--- config.mk ---
export PLATFORM = sky130hd
export DESIGN_NAME = viterbi_k3_hard
export DESIGN_NICKNAME = d
export VERILOG_FILES = /design/src/rtl/viterbi_k3_hard.sv
export SDC_FILE = /design/constraint.sdc
export NUM_CORES = 1
export LEC_CHECK = 0
export ABC_AREA = 1
export CAP_MARGIN = 20
export CORE_UTILIZATION = 50
export CTS_CLUSTER_SIZE = 14
export DETAILED_ROUTE_END_ITERATION = 10
export DONT_BUFFER_PORTS = 1
export PLACE_DENSITY = 0.68
export SKIP_CTS_REPAIR_TIMING = 1
export SYNTH_ARGS = -nofsm -noshare
export SYNTH_HDL_FRONTEND = slang
export SYNTH_SLANG_ARGS = --single-unit
--- constraint.sdc ---
create_clock -name clk -period 9.2 [get_ports clk]
set_clock_uncertainty 0.2 [all_clocks]
set_input_delay 1.38 -clock clk [delete_from_list [all_inputs] [get_ports clk]]
set_output_delay 1.38 -clock clk [all_outputs]
set_load 0.05 [all_outputs]
--- src/rtl/viterbi_k3_hard.sv ---
module viterbi_k3_hard #(
  parameter int MW = 4,
  parameter int DELAY = 15,
  parameter logic [MW-1:0] INIT_PEN = 4
) (
  input  logic       clk,
  input  logic       rst_n,
  input  logic       sym_valid,
  input  logic [1:0] sym_in,
  output logic       dec_valid,
  output logic       dec_bit
);
  localparam int DEPTH = DELAY + 1;
  localparam int PW = $clog2(DEPTH);
  localparam int CW = $clog2(DEPTH + 1);

  logic [MW-1:0] pm [4];
  logic [3:0]    surv [DEPTH];
  logic [PW-1:0] wptr;
  logic [CW-1:0] seen;
  logic          fresh;

  logic [MW-1:0] nxt [4];
  logic [MW-1:0] nmin;
  logic [3:0]    pick;
  logic [1:0]    best;
  logic [1:0]    trace;

  function automatic logic [MW-1:0] ham(input logic [1:0] a, input logic [1:0] b);
    logic [1:0] x;
    x = a ^ b;
    return MW'(x[1]) + MW'(x[0]);
  endfunction

  // add-compare-select: state index {m2,m1}, next {m1,u}, predecessor {m2,m1}
  always_comb begin
    for (int n = 0; n < 4; n++) begin
      logic [1:0] ns;
      logic [MW-1:0] lo, hi;
      ns = 2'(n);
      lo = pm[{1'b0, ns[1]}] + ham(sym_in, {ns[0] ^ ns[1], ns[0]});
      hi = pm[{1'b1, ns[1]}] + ham(sym_in, {~(ns[0] ^ ns[1]), ~ns[0]});
      pick[n] = hi < lo;
      nxt[n]  = pick[n] ? hi : lo;
    end
    nmin = nxt[0];
    for (int n = 1; n < 4; n++)
      if (nxt[n] < nmin) nmin = nxt[n];
  end

  // winner: lowest metric, lowest index on a tie; then trace back DELAY steps
  always_comb begin
    logic [MW-1:0] m;
    logic [PW-1:0] ix;
    m = pm[0];
    for (int n = 1; n < 4; n++)
      if (pm[n] < m) m = pm[n];
    best = 2'd0;
    for (int n = 3; n >= 0; n--)
      if (pm[n] == m) best = 2'(n);
    trace = best;
    ix = (wptr == '0) ? PW'(DEPTH - 1) : wptr - 1'b1;
    for (int j = 0; j < DELAY; j++) begin
      trace = {surv[ix][trace], trace[1]};
      ix = (ix == '0) ? PW'(DEPTH - 1) : ix - 1'b1;
    end
  end

  always_ff @(posedge clk) begin
    if (!rst_n) begin
      pm[0] <= '0;
      for (int n = 1; n < 4; n++) pm[n] <= INIT_PEN;
      for (int d = 0; d < DEPTH; d++) surv[d] <= '0;
      wptr  <= '0;
      seen  <= '0;
      fresh <= 1'b0;
    end else begin
      fresh <= sym_valid;
      if (sym_valid) begin
        for (int n = 0; n < 4; n++) pm[n] <= nxt[n] - nmin;
        surv[wptr] <= pick;
        wptr <= (wptr == PW'(DEPTH - 1)) ? '0 : wptr + 1'b1;
        if (seen != CW'(DEPTH)) seen <= seen + 1'b1;
      end
    end
  end

  assign dec_valid = fresh && (seen == CW'(DEPTH));
  assign dec_bit   = trace[0];
endmodule

======== Yosys cells after proc, flatten, opt, wreduce, memory -nomap -nowiden ========
Memory sizes are Yosys's and may differ from the RTL's.
Cells that the tools add are included.
operators by class
  add/subtract/negate cells ............... 32
  equal/unequal tests ..................... 7
  order comparisons ....................... 24
  muxes and demuxes ....................... 68
  shifts and indexed selects .............. 0
  bitwise gates (word level) .............. 7
  reductions and logical operators ........ 17
  divide/modulo/power cells ............... 0
  multipliers ............................. 0
operators by type and width
  kind                   number
  $mux W4                31
  $logic_not A4 Y1       14
  $sub A4 B1 Y4 const B  14
  $lt A2 B3 Y1 const B   14
  $lt A4 B4 Y1           10
  $bmux W1 S2            14
  $mux W1                19
  $add A4 B2 Y4          4
  $add A4 B4 Y4          4
  $eq A4 B4 Y1           4
  $sub A4 B4 Y4          4
  $add A1 B1 Y2          4
  $mux W2                4
  $add A5 B1 Y5 const B  1
  $eq A5 B5 Y1 const B   1
  $ne A5 B5 Y1 const B   1
  $add A4 B1 Y4 const B  1
  $eq A4 B4 Y1 const B   1
  $or A1 B1 Y1           4
  $reduce_or A4 Y1       1
  $not A1 Y1             2
  $not A2 Y2             1
  $reduce_and A2 Y1      1
  $logic_and A1 B1 Y1    1
word-level totals
  bits in latches ......................... 0
  register bits ........................... 10
  ROM bits ................................ 0
  memories ................................ 2
  RAM bits ................................ 80
  logic and storage cells ................. 160
  output and inout port bits .............. 2
memory list
  name  words  width  rd ports  clocked after Yosys merged registers in  write ports  RTL line  text
  surv  16     4      14        0                                        16           18        logic [3:0] surv [DEPTH];
  pm    4      4      4         0                                        4            17        logic [MW-1:0] pm [4];

======== Depth between registers and ports, before layout ========
Gate-level depths: netlist (run 1).
  depth after elaboration ................. 39
  depth in mapped cells ................... 60

======== Worst setup path before layout (run 1) ========
Ideal clock, no wire load.
  path kind ............................... register to output
  start ................................... memory pm[1][3]
  end ..................................... output port dec_bit
  stages on the path, launching flop included .. 55
  required time ........................... 7.620 ns
  arrival time ............................ 6.228 ns
  setup slack ............................. 1.392 ns
  cell sequence ........................... edfxtp_1 > ha_1 > a21oi_1 > nand2_2 > nand2_1 > o21a_1 > inv_1 > ha_1 > nand2_1 > nand2_1 > nand2_1 > nand2_2 > nand2_1 > o21a_1 > inv_1 > ha_1 > a21oi_1 > nand2_2 > [19 not listed] > nand2_1 > nand2_2 > nand2_1 > nand2_1 > nand2_1 > nand2_2 > nand2_1 > nand2_2 > nand2_1 > nand2_2 > nand2_1 > nand2_1 > nand2_2 > nand2_2 > nand2_1 > nand2_1 > nand2_1 > nand2_1
RTL lines
  what                RTL line  text
  start: declaration  17
  end: declaration    11        output logic dec_bit

==> flow_summary.yaml, run 1 <==
routing:
  vias: 18500
  wire_per_inst_um: 22.4
  antenna_left: 0
  drt_iter0_drc: 3046
  routed_via_density: 6.29
  dr.pass1.iters: 7
  route.detailed.drc: 0
  routed_wl_um: 66000
worst_setup_path:
  slowest_delay_ns: 0.52
  start_kind: "flop"
  worst_setup_path_end_kind: "primary output"
  cp.arrival_ns: 7.07
  required_ns: 7.62
  slowest_stage: "edfxtp_1"
  path_common_cell: "nand2_1"
  critPathMaxFanout: 8
  crit_type: "reg2out"
grt:
  grt_pass1_vias: 16100
  overflow: 0
  gr-usage-all-layers_pct: 41.4
  antenna_found_initial: 1
  grt_start_max_net_pins: 154
  grt_pass1_wl_um: 97400
synthesis:
  syn_area_per_cell_um2: 5.90
  yosys_warnings: 0
  synth_top_area_share_pct: 16.3
  synth_edf_count: 80
  syn_area_um2: 15400
  synthTopCellsByArea: "nand2_1 (16%), edfxtp_1 (16%), o21ai_0 (11%)"
  yosys.area.top_type: "nand2_1"
  netlist_instances: 2617
  synth_seq_cells: 90
  syn-num-nets: 2714
  ys.flop_type: "edfxtp_1"
  async_flop_share_pct: 0
  ys_seq_area_share_pct: 16.8
  synthDistinctLibCells: 55
die:
  ios: 7
  chipWidth_um: 178
  rows: 63
  initial_core_util_pct: 51.4
  die_area_um2: 31600
  core_um2: 30000
  die_y_um: 178
sta:
  slew_violations: 0
  tightest_slew_ns: 0.922
  finalSetupTns_ns: 0
  post-route-period-util_pct: 94.1
  fmax_ghz: 0.116
  hold_viol: 0
  layout_min_cycle_time_ns: 8.65
  final-setup-viol-count: 0
  slew_headroom_pct: 38.4
final_layout:
  layout-drive-gt1-share_pct: 10.5
  area_growth_pct: 6.16
  mostFrequentLayoutCells: "nand2_1 (652), o21ai_0 (351), inv_1 (245)"
  final.fill_count: 3157
  final_nets: 2648
  final_common_cell: "nand2_1"
  utilization_pct: 54.6
  num_antenna_cells: 0
run_status:
  status: "completed"
clocking:
  clockBufferDepth: 2
  cts_tree: "done"
  insertion_delay_ns: 0.35
  clk_pin_slew_ns: 0.07
  h-tree-depth: 3
  clock-root-buffer: "clkbuf_16"
  numCtsBuffers: 9
  cts_sinks: 90
placed_design:
  place_hpwl_um: 52200
  gp_congestion: 1.12
  port_buffers: 0
run:
  max_cap_viol_count: 0
min_path:
  min_path_type: "reg2reg"
-- final cells by class --
cell class              count  area, µm²  share of cell area, %
inverters                 283       1070                   6.55
clock buffers               9        225                   1.37
clock inverters             7       76.3                  0.465
flip-flops and latches     90       2600                   15.9
repair buffers             77        636                   3.88
multi-input cells        2090      11300                   68.9
well taps                 390        488                   2.98
-- synthesized netlist by cell type (9+ instances only) --
library cell  number
buf_4             12
nand2_4           15
o211ai_1          85
nor2_1           212
buf_1             22
clkbuf_1          89
inv_2             25
a31oi_1           12
buf_2             25
fa_1              12
edfxtp_1          80
nand3_2           15
o221ai_1          19
o21ai_0          353
ha_1              80
or2_2              9
inv_1            248
a21oi_1          190
xor2_1            23
nand2_1          672
dfxtp_1           10
o21ai_1           36
nand3_1          224
nand2_2           49
-- final timing paths --
check                           startpoint        to  slack, ns  depth (start not counted)
worst max-delay path              pm[0][2]   dec_bit       0.55                         59
worst max register to register    pm[0][1]  pm[2][3]       1.67                         36
worst min register to register     seen[3]   seen[3]       0.30                          2
worst min-delay path               seen[3]   seen[3]       0.30                          2
-- flip-flops by register name, summed over array words and instances, names as in the netlist --
| signal | flops |
|---|---|
| fresh | 1 |
| pm | 16 |
| seen | 5 |
| surv | 64 |
| wptr | 4 |
-- through the flow --
stage | cell area, µm² | hold slack [ns] | std cells | worst slack (ns)
2_1_floorplan | 15400 | 0.254 | 2617 | 1.39
3_3_place_gp | 15800 | 0.275 | 2913 | 0.209
3_5_place_dp | 15800 | 0.293 | 2913 | 0.0195
4_1_cts | 16100 | 0.303 | 2929 | -0.374
5_1_grt | 16400 | 0.317 | 2946 | -0.0778
6_report | 16400 | 0.301 | 2946 | 0.547
-- kinds of logic (layout without fill, tap and decap cells) --
family | count (synthesis) | in the layout | synth area share, %
compound gates | 737 | 737 | 26.6
xor+xnor | 34 | 34 | 2.12
fa+ha+maj | 92 | 92 | 8.03
buf+inv | 437 | 376 | 11.4
flops | 90 | 90 | 16.8
mux | 3 | 3 | 0.194
simple gates | 1224 | 1224 | 34.7
-- critical path: cells and delay by family, from the launching register on --
family          cells  cell delay, ns
simple gates       47            4.45
fa+ha+maj           3            0.79
flops               1            0.52
buf+inv             6            0.52
compound gates      3            0.41
-- per-layer routing --
layer / global-route usage [%] / vias up / routed length, µm
met2: 59.1 / 1279 / 26300
met4: 18.9 / 2 / 3610
met1: 57.7 / 8338 / 26800
li1: - / 8662 / -
met5: 0 / - / 12
met3: 10.7 / 263 / 9320
Power of run 1 is not shown: default switching activity piles up to over one toggle a cycle in this logic, so the estimate is an artifact.
==> inputs of run 2 (changes only) <==
CELL_PAD_IN_SITES_DETAIL_PLACEMENT = 1   (was unset)
CELL_PAD_IN_SITES_GLOBAL_PLACEMENT = 1   (was unset)
CORE_UTILIZATION = 47   (was 50)
PLACE_DENSITY = 0.86   (was 0.68)
TNS_END_PERCENT = 10   (was unset)
==> flow_summary.yaml, run 2 (synthesis results as in run 1) <==
final_layout:
  final_nets: 2662
  final.fill_count: 4602
  area_growth_pct: 7.40
  multi_input_area_um2: 11400
  largest_reg_flops: 64
  final_area_um2: 16600
  final_common_cell: "nand2_1"
  layout-drive-gt1-share_pct: 11.6
  largestRegisters: "surv x64, pm x16, seen x5"
  mostFrequentLayoutCells: "nand2_1 (638), o21ai_0 (345), inv_1 (245)"
  final-seq-area_um2: 2600
  largest_register: "surv"
die:
  rows: 66
  chipWidth_um: 183
  core_um2: 32500
  ios: 7
  die_area_um2: 33600
  initial_core_util_pct: 47.6
  die_y_um: 183
worst_setup_path:
  crit_family: "compound AO/OA/AOI/OAI gates"
  slowest_stage: "fa_1"
  start_kind: "input port"
  cp.buffers_inverters: 5
  crit_type: "in2reg"
  cp.arrival_ns: 8.95
  slowest_delay_ns: 0.53
  required_ns: 9.15
  worst_setup_path_end_kind: "flop"
  reg2reg_setup_slack_ns: 0.89
  critPathMaxFanout: 21
clocking:
  cts_sinks: 90
  clock-root-buffer: "clkbuf_16"
  clockBufferDepth: 2
  h-tree-depth: 3
  insertion_delay_ns: 0.35
  numCtsBuffers: 9
  clk_pin_slew_ns: 0.07
  cts_tree: "done"
routing:
  route.detailed.drc: 0
  antenna_left: 0
  routed_wl_um: 85400
  vias: 20000
  dr.pass1.iters: 6
  routed_via_density: 6.62
  wire_per_inst_um: 28.4
  drt_iter0_drc: 2695
sta:
  fmax_ghz: 0.111
  slew_violations: 0
  slew_headroom_pct: 34.6
  final-setup-viol-count: 0
  post-route-period-util_pct: 97.8
  hold_viol: 0
  tightest_slew_ns: 0.981
  layout_min_cycle_time_ns: 8.99
run_status:
  status: "completed"
min_path:
  min_path_type: "reg2reg"
grt:
  use_met1_pct: 62.5
  grt.met2_usage_pct: 73.0
  grt_pass1_wl_um: 123000
  grt_pass1_vias: 19300
  use_met3_pct: 15.6
  grt.busiest_layer: "met2"
  grt_start_max_net_pins: 121
  overflow: 0
  gr-usage-all-layers_pct: 49.8
  antenna_found_initial: 6
placed_design:
  gp_congestion: 1.10
  placed_area_um2: 15900
  port_buffers: 0
  place_hpwl_um: 62800
run:
  max_cap_viol_count: 0
-- run 2: cell count changes in the layout (fill, tap and decap cells not counted), moves of 2 or more --
cell / previous run / this run
buf_4: 71 / 85
nand2_1: 652 / 638
nand2_2: 57 / 70
o21ai_0: 351 / 345
o21ai_1: 37 / 43
clkinv_2: 2 / 0
clkinvlp_4: 1 / 3
inv_2: 28 / 26
inv_4: 5 / 7
nand2_4: 26 / 28
o21bai_1: 3 / 1
o21bai_2: 0 / 2
-- run 2: worst paths after layout --
| path | startpoint | end | depth (start not counted) |
|---|---|---|---|
| max | sym_in[0] | pm[3][3] | 37 |
| min | seen[3] | seen[3] | 2 |
| max reg2reg | pm[0][1] | pm[3][3] | 39 |
| min reg2reg | seen[3] | seen[3] | 2 |
-- run 2: worst reg2reg max path, delay by kind of cell, from the launching register on --
family	cells	cell delay (ns)
buf+inv	6	0.83
fa+ha+maj	6	1.81
compound gates	18	3.63
flops	1	0.50
simple gates	8	0.92
xor+xnor	1	0.24
-- run 2: metrics by stage --
stage / hold slack, ns / setup WS (ns) / TNS (ns) / util (%) / cells
after global routing: 0.368 / -0.0814 / -0.0844 / 51.1 / 3011
after detailed placement: 0.324 / -0.464 / -0.464 / 49.0 / 2972
after floorplan: 0.254 / 1.39 / 0 / - / 2617
after CTS: 0.353 / -0.856 / -0.856 / 49.8 / 2987
after global placement: 0.281 / -0.117 / -0.117 / 49.0 / 2972
final: 0.368 / 0.205 / 0 / 51.1 / 3012
-- run 2: layout make-up --
type	instances	area share (%)
antenna	1	0.0151
clock buffer	10	1.38
clock inverter	5	0.241
inverter	283	6.51
multi-input combinational	2091	68.4
sequential	90	15.7
tap	442	3.33
timing repair buffer	90	4.40
-- run 2: layer usage --
layer / part of all wire [%] / wire length (µm)
met1: 38 / 32200
met5: 0.18 / 158
met2: 41 / 35100
met4: 7.7 / 6580
met3: 13 / 11300
Power of run 2 is left out for the same reason.
